--- src/rtl/pause_filter_pkg.sv ---
package pause_filter_pkg;
  typedef struct packed {
    logic loadCnt;
    logic reloadCnt;
    logic decCnt;
    logic clrElapsed;
  } filtStrobes_t;
endpackage

--- src/rtl/pause_filter_dp.sv ---
module pause_filter_dp
  import pause_filter_pkg::*;
#(
  parameter int CNT_W = 16,
  parameter int THR_W = 16
) (
  input  logic             clk,
  input  logic             rstN,
  input  filtStrobes_t     ctrl,
  input  logic [CNT_W-1:0] cfgCount,
  input  logic [THR_W-1:0] cfgThreshold,
  output logic             farApart,
  output logic             budgetDrains
);
  localparam int ELW = THR_W + 1;
  localparam int BW  = CNT_W + 1;
  localparam logic [ELW-1:0] EL_MAX = '1;

  logic [ELW-1:0] elapsed;
  logic [BW-1:0]  budget;
  logic           budgetNeg;

  assign budgetNeg = budget[BW-1];

  always_ff @(posedge clk) begin
    if (!rstN)                elapsed <= '0;
    else if (ctrl.clrElapsed) elapsed <= ELW'(1);
    else if (elapsed != EL_MAX) elapsed <= elapsed + ELW'(1);
  end

  always_ff @(posedge clk) begin
    if (!rstN)
      budget <= '0;
    else if (ctrl.loadCnt || ctrl.reloadCnt)
      budget <= {1'b0, cfgCount};
    else if (ctrl.decCnt && !budgetNeg)
      budget <= budget - BW'(1);
  end

  assign farApart     = (cfgThreshold != '0) && (elapsed > {1'b0, cfgThreshold});
  assign budgetDrains = budgetNeg || (budget == '0);

  a_r3_elapsed_saturates: assert property (@(posedge clk) disable iff (!rstN)
    (elapsed == EL_MAX && !ctrl.clrElapsed) |=> (elapsed == EL_MAX));
  a_r3_elapsed_counts: assert property (@(posedge clk) disable iff (!rstN)
    ctrl.clrElapsed |=> (elapsed == ELW'(1)));
  a_r2_load_budget: assert property (@(posedge clk) disable iff (!rstN)
    ctrl.loadCnt |=> (budget == {1'b0, $past(cfgCount)}));
  a_r8_floor: assert property (@(posedge clk) disable iff (!rstN)
    budgetNeg |-> (budget == '1));
endmodule

--- src/rtl/pause_filter_ctrl.sv ---
module pause_filter_ctrl
  import pause_filter_pkg::*;
(
  input  logic         clk,
  input  logic         rstN,
  input  logic         enterGuest,
  input  logic         pauseEvt,
  input  logic         interceptEn,
  input  logic         farApart,
  input  logic         budgetDrains,
  output filtStrobes_t ctrl,
  output logic         exitReq
);
  logic armed;
  logic pauseTaken;
  logic fire;

  assign pauseTaken      = pauseEvt && !enterGuest;
  assign ctrl.loadCnt    = enterGuest;
  assign ctrl.clrElapsed = enterGuest || pauseEvt;
  assign ctrl.reloadCnt  = pauseTaken && farApart;
  assign ctrl.decCnt     = pauseTaken && !farApart;
  assign fire            = ctrl.decCnt && budgetDrains && interceptEn && armed;

  always_ff @(posedge clk) begin
    if (!rstN) begin
      armed   <= 1'b0;
      exitReq <= 1'b0;
    end else begin
      exitReq <= fire;
      if (enterGuest) armed <= 1'b1;
      else if (fire)  armed <= 1'b0;
    end
  end

  a_r7_single_pulse: assert property (@(posedge clk) disable iff (!rstN)
    exitReq |=> !exitReq);
  a_r7_cause: assert property (@(posedge clk) disable iff (!rstN)
    exitReq |-> ($past(pauseEvt) && $past(interceptEn) && !$past(enterGuest)));
  a_r9_disarm: assert property (@(posedge clk) disable iff (!rstN)
    (exitReq && !enterGuest) |-> !armed);
  a_r1_unarmed_quiet: assert property (@(posedge clk) disable iff (!rstN)
    (!armed && !enterGuest) |=> !exitReq);
endmodule

--- src/rtl/pause_filter.sv ---
module pause_filter
  import pause_filter_pkg::*;
#(
  parameter int CNT_W = 16,
  parameter int THR_W = 16
) (
  input  logic             clk,
  input  logic             rstN,
  input  logic             enterGuest,
  input  logic [CNT_W-1:0] cfgCount,
  input  logic [THR_W-1:0] cfgThreshold,
  input  logic             pauseEvt,
  input  logic             interceptEn,
  output logic             exitReq
);
  filtStrobes_t ctrl;
  logic farApart;
  logic budgetDrains;

  pause_filter_ctrl uCtrl (
    .clk(clk), .rstN(rstN), .enterGuest(enterGuest), .pauseEvt(pauseEvt),
    .interceptEn(interceptEn), .farApart(farApart), .budgetDrains(budgetDrains),
    .ctrl(ctrl), .exitReq(exitReq)
  );

  pause_filter_dp #(.CNT_W(CNT_W), .THR_W(THR_W)) uDp (
    .clk(clk), .rstN(rstN), .ctrl(ctrl), .cfgCount(cfgCount),
    .cfgThreshold(cfgThreshold), .farApart(farApart), .budgetDrains(budgetDrains)
  );
endmodule

--- config.mk ---
export PLATFORM = sky130hd
export DESIGN_NAME = pause_filter
export DESIGN_NICKNAME = d
export VERILOG_FILES = /design/src/rtl/pause_filter_pkg.sv /design/src/rtl/pause_filter_dp.sv /design/src/rtl/pause_filter_ctrl.sv /design/src/rtl/pause_filter.sv
export SDC_FILE = /design/constraint.sdc
export NUM_CORES = 1
export LEC_CHECK = 0
export ABC_CLOCK_PERIOD_IN_PS = 3100
export BUFFER_PORTS_ARGS = -buffer_cell sky130_fd_sc_hd__buf_2
export CORE_MARGIN = 2
export CORE_UTILIZATION = 50
export CTS_CLUSTER_SIZE = 12
export DETAILED_ROUTE_END_ITERATION = 10
export PLACE_DENSITY = 0.78
export SLEW_MARGIN = 5
export SYNTH_ARGS = -nofsm -noshare
export SYNTH_HDL_FRONTEND = slang
export SYNTH_SLANG_ARGS = --single-unit
--- constraint.sdc ---
create_clock -name clk -period 3.1 [get_ports clk]
set_input_delay 0.62 -clock clk [delete_from_list [all_inputs] [get_ports clk]]
set_output_delay 0.62 -clock clk [all_outputs]
set_load 0.02 [all_outputs]
-- Yosys cells after proc, flatten, opt, wreduce, memory -nomap -nowiden
Index checks and enable logic that the tools add are counted.
- memory bits (writable): 0
- bits in latches: 0
- ROM bits: 0
- word-level logic and storage cells: 38
- output and inout port bits: 1
- memories kept: 0
- register bits after elaboration: 36
- input bits: 37
- bitwise logic cells: 1
- $add $sub $neg: 2
- muxes and demuxes: 6
- equal/unequal tests: 1
- reductions and logical operators: 21
- multipliers: 0
- div/mod/pow operators: 0
- magnitude comparators: 1
- shifts and indexed selects: 0
- operators by type and width (cell ; count):
    16-bit 2-to-1 mux ; 2
    17-bit by 1-bit adder with 17-bit output (second input constant) ; 1
    17-bit by 16-bit greater-than comparator with 1-bit output ; 1
    17-bit logical NOT ; 1
    17-bit != test (second input constant) ; 1
    17-bit by 1-bit subtractor with 17-bit output (second input constant) ; 1
    16-bit nonzero test ; 1
    1-bit logical AND ; 8
    2-bit nonzero test ; 3
    1-bit 2-to-1 mux ; 4
    2-bit OR reduction ; 2
    1-bit logical NOT ; 3
    1-bit logical OR ; 3
    1-bit inverter ; 1

-- Depth between registers and ports, before layout
- word-level depth: 9
- gate-level depth with buffers: 10
- gate-level depth less buffers: 10

-- Cells and area by module
A second synthesis with hierarchy kept.
- cells, all modules: 272
- area, all modules: 2220.9 µm²
- by module, submodules not included (module ; times used ; area an instance (µm²) ; sequential area each (µm²) ; cells an instance):
    pause_filter_dp ; 1 ; 2112.0 ; 680.7 ; 262
    pause_filter_ctrl ; 1 ; 108.9 ; 40.0 ; 10

-- Worst setup path before layout
No wires, ideal clock.
- path type: input to register
- start: input cfgThreshold[15]
- end: register uDp.budget[0]
- library setup time: 122 ps
- stages: 9
- setup slack: 673 ps
- required time: 2978 ps
- buffers on the path: 1
- data arrival time: 2305 ps
- cell sequence: inv_1 > ha_1 > nand4b_4 > nor4_2 > o21ai_1 > a311oi_2 > buf_4 > o21bai_1 > o311a_1
- word-level cells in the longest chain between the ends: 6
- elaborated cells on any way between the ends: 10
- those cells by class: order compare: 1; mux: 1; reduce/logical: 8
- RTL lines (what ; line ; RTL):
    from (decl) ; pause_filter.sv:11 ; input logic [THR_W-1:0] cfgThreshold,
    17-bit by 16-bit greater-than comparator with 1-bit output / 16-bit nonzero test (equally long branches) ; pause_filter_dp.sv:40 ; assign farApart = (cfgThreshold != '0) && (elapsed > {1'b0, cfgThreshold});
    1-bit logical AND * ; pause_filter_dp.sv:40 ;
    1-bit logical NOT ; pause_filter_ctrl.sv:22 ; assign ctrl.decCnt = pauseTaken && !farApart;
    1-bit logical AND ; pause_filter_ctrl.sv:22 ;
    1-bit logical AND ; pause_filter_dp.sv:36 ; else if (ctrl.decCnt && !budgetNeg)
    2-bit nonzero test (no line) ; -- ;
    to (signal assigned) ; pause_filter_dp.sv:35 ; budget <= {1'b0, cfgCount};
    to (signal assigned) ; pause_filter_dp.sv:37 ; budget <= budget - BW'(1);
    to (decl) ; pause_filter_dp.sv:20 ; logic [BW-1:0] budget;
Every way passes the cells marked *; elsewhere a longest branch is shown, timed or not.
A chain may end at the register's enable or synchronous reset.

-- Worst setup path in the final report
- start: register uDp.elapsed[3]
- end: register uDp.elapsed[11]
- word-level cells in the longest chain between the ends: 1
- elaborated cells on any way between the ends: 2
- those cells by class: add/sub: 1; eq/ne: 1
- RTL lines (what ; line ; RTL):
    from (decl) ; pause_filter_dp.sv:19 ; logic [ELW-1:0] elapsed;
    from (signal assigned) ; pause_filter_dp.sv:28 ; else if (elapsed != EL_MAX) elapsed <= elapsed + ELW'(1);
    17-bit by 1-bit adder with 17-bit output / 17-bit != test (equally long branches) ; pause_filter_dp.sv:28 ;
Several ways; a longest one is shown, not always the timed one.

==> flow_metrics.py <==
metrics = {
    "clocking": {
        "worstSkewPairLatency_ns": 0.29,
        "hold_buffers": 0,
        "clock-sinks": 36,
        "cts_root_buffer": "clkbuf_8",
        "cts_buffers": 5,
        "ctsResizeCount": 0,
        "cts_setup_buffers": 0,
        "tritoncts": "built",
        "cts-htree-levels": 2,
        "path_clk_slew_ns": 0.08,
        "cts.path.max_buffers": 2,
    },
    "cells_and_area": {
        "final_nets": 359,
        "multi_input_area_sq_um": 1520,
        "diodes": 0,
        "drive_gt1_frac": 0.217,
        "regArea_sq_um": 721,
        "area_growth_pct": 13.9,
        "final_util": 0.584,
        "fill_cells": 412,
    },
    "routing": {
        "wirelength_mm": 5.10,
        "drc": 0,
        "drtPass1Iterations": 4,
        "ant_nets": 0,
        "wl_per_cell_um": 14.2,
        "drtIter0Drc": 186,
        "met1_length_mm": 2.34,
        "met3_length_um": 189,
        "viasPerCell": 5.72,
        "top_layer": "met4",
        "dr_wl_met2_mm": 2.49,
        "vias": 2048,
    },
    "sta": {
        "hold_viol": 0,
        "slew_viol_final": 0,
        "period_share": 0.815,
        "finClkSkew_ns": 0.00897,
        "hold_slack_ns": 0.505,
        "setup_viol": 0,
        "worstMarginPinSlew_ns": 0.654,
        "slew_headroom": 0.564,
        "timing.final.crit_period_ns": 2.53,
        "fmax_ghz": 0.396,
        "grt_setup_unrepaired": "false",
        "tns_ns": 0,
    },
    "placed_design": {
        "gp_congestion": 0.813,
        "io_buffers": 37,
        "dpl.hpwl_mm": 3.79,
    },
    "power_and_ir_drop": {
        "leakage_nw": 1.21,
        "ir_worst_vdd_mv": 0.165,
        "p_total_mw": 1.07,
        "p_per_area_nw_per_um2": 395,
    },
    "die": {
        "die_h_um": 73.1,
        "dieWidth_um": 73.1,
        "initial_core_util": 0.512,
        "dieArea_sq_um": 5340,
        "ios": 38,
        "coreArea_sq_um": 4660,
        "num_rows": 25,
    },
    "logic_synthesis": {
        "ys.flop_type": "dfxtp_1",
        "async_reset_ff_frac": 0,
        "synth_seq_area_share": 0.302,
        "synth.distinct_cells": 48,
        "ys_seq_elements": 36,
        "syn_area_sq_um": 2390,
        "yosysWarnings": 0,
        "syn_inst": 270,
        "syn_nets": 326,
        "synth_edf_count": 0,
        "avgSynthCellArea_sq_um": 8.84,
    },
    "critical_path": {
        "reg2reg_to": "uDp.elapsed[11]",
        "cp_max_fo": 8,
        "worstSetupEndpoint": "uDp.elapsed[11]",
        "critical_path.cell_chain": "nand4_1, or4_1, nor3_1, ha_1, nand4b_1, nor2_1, nand2_1, xor2_1, nor2_1",
        "cp.required_ns": 3.27,
        "critPathLaunch": "uDp.elapsed[3]",
        "critPathMaxStageDelay_ns": 0.51,
        "reg2reg_from": "uDp.elapsed[3]",
        "end_kind": "flop",
        "worst_setup_path_start_kind": "flop",
        "crit_type": "reg -> reg",
        "crit_slowest_cell": "or4_1",
        "r2r_cells": 9,
        "cp.arrival_ns": 2.70,
        "path_common_cell": "nor2_1",
        "regToRegSetupSlack_ns": 0.57,
    },
    "run": {
        "drv_cap": 0,
    },
    "global_route": {
        "grt_pass1_wl_mm": 8.82,
        "gr-usage-all-layers": 0.209,
        "antenna_found_initial": 0,
        "grt_pass1_vias": 2001,
        "grt_overflow": 0,
        "grt_max_degree": 38,
    },
    "outcome": {
        "status": "finished, final reports clean",
    },
    "worst_hold_path": {
        "hold_class": "reg -> reg",
    },
}
[cells in the final DEF, fill, tap and decap left out, drive strengths merged]
cell | netlist | routed
nand3 | 8 | 8
or2b | 1 | 1
mux2i | 2 | 2
o311a | 11 | 11
o21bai | 11 | 11
nor2b | 1 | 1
a2111oi | 1 | 1
bufinv | 0 | 1
nor3b | 1 | 1
xnor2 | 15 | 15
nand2 | 12 | 12
clkinv | 0 | 1
nor2 | 26 | 26
a21oi | 11 | 11
and3b | 1 | 1
nand4 | 3 | 3
buf | 6 | 38
a31oi | 1 | 1
or4 | 1 | 1
nor4 | 8 | 8
or3 | 10 | 10
a21o | 2 | 2
o211ai | 5 | 5
inv | 26 | 26
and3 | 3 | 3
a311oi | 1 | 1
nor3 | 10 | 10
and4 | 1 | 1
xor2 | 12 | 12
o21a | 1 | 1
nand4b | 3 | 3
o21ai | 8 | 8
dfxtp | 36 | 36
ha | 19 | 19
o41ai | 5 | 5
a211oi | 1 | 1
nand2b | 1 | 1
clkbuf | 6 | 6
[registers in the layout (all words and copies together) (netlist names)]
signal and count:
uCtrl.exitReq 1, uCtrl.armed 1, uDp.budget 17, uDp.elapsed 17
[worst min path at each step]
stage,start,end,slack (ns),cells past startpoint
floorplan,uCtrl.armed,uCtrl.exitReq,0.45,1
global placement,uCtrl.armed,uCtrl.exitReq,0.46,1
detailed placement,uCtrl.armed,uCtrl.exitReq,0.48,1
CTS,uCtrl.armed,uCtrl.exitReq,0.50,1
global route,uCtrl.armed,uCtrl.exitReq,0.53,1
finish,uCtrl.armed,uCtrl.exitReq,0.50,1
[cell families after synthesis]
logic type	share of synthesized area
AO/OA/AOI/OAI	0.195
XOR/XNOR	0.0991
adder cells (fa/ha/maj)	0.0996
buffers and inverters	0.0655
flip-flops	0.302
multiplexers	0.00839
AND/OR/NAND/NOR	0.231
[per-stage QoR]
step | instance area (sq um) | cells | setup slack (ns)
2_1_floorplan | 2390 | 270 | 0.673
3_3_place_gp | 2610 | 350 | 0.457
3_5_place_dp | 2610 | 350 | 0.451
4_1_cts | 2720 | 358 | 0.583
5_1_grt | 2720 | 358 | 0.282
6_report | 2720 | 358 | 0.574
[worst max-delay path, delay by kind of cell, from the launching register on]
family | cells | cell delay (ns)
xor+xnor | 1 | 0.16
fa+ha+maj | 1 | 0.32
flops | 1 | 0.44
simple gates | 7 | 1.49
[routing by layer]
layer  up-vias  global-route usage
met1       955               0.254
met5         -                   0
met2        54               0.364
met4         0              0.0597
met3        11              0.0483
li1       1028                   -
[synthesized netlist by cell type (2+ instances only)]
cell type,n,share of area
nand4_1,3,0.0079
inv_1,26,0.041
buf_2,2,0.0042
buf_4,3,0.0094
ha_1,19,0.10
a21oi_1,11,0.023
or3_1,5,0.013
and3_1,3,0.0079
a21o_1,2,0.0063
dfxtp_1,36,0.30
o41ai_2,4,0.027
nand3_1,7,0.015
nand4b_1,2,0.0073
nor3_2,4,0.017
o211ai_1,5,0.016
xnor2_1,15,0.055
nand2_1,11,0.017
mux2i_1,2,0.0084
or3_2,2,0.0063
nor4_1,6,0.016
o21ai_0,7,0.015
nor2_1,26,0.041
clkbuf_1,6,0.0094
xor2_1,12,0.044
o21bai_1,11,0.035
o311a_1,11,0.046
nor3_1,6,0.013
or3_4,3,0.014
[power by group]
group	internal [mW]	total (mW)	leakage (nW)	switching (mW)
clock network	0.239	0.413	0.0552	0.174
logic	0.0771	0.157	0.857	0.0795
registers	0.482	0.504	0.295	0.0221
total	0.798	1.07	1.21	0.276
[cell type report]
cell class	count	area share
repair buffers	38	0.0754
inverters	26	0.0359
clock buffers	6	0.0267
well taps	54	0.0248
multi-input cells	196	0.559
clock inverters	2	0.0129
flip-flops and latches	36	0.265
Note: power is estimated with default switching activity, not from simulation.
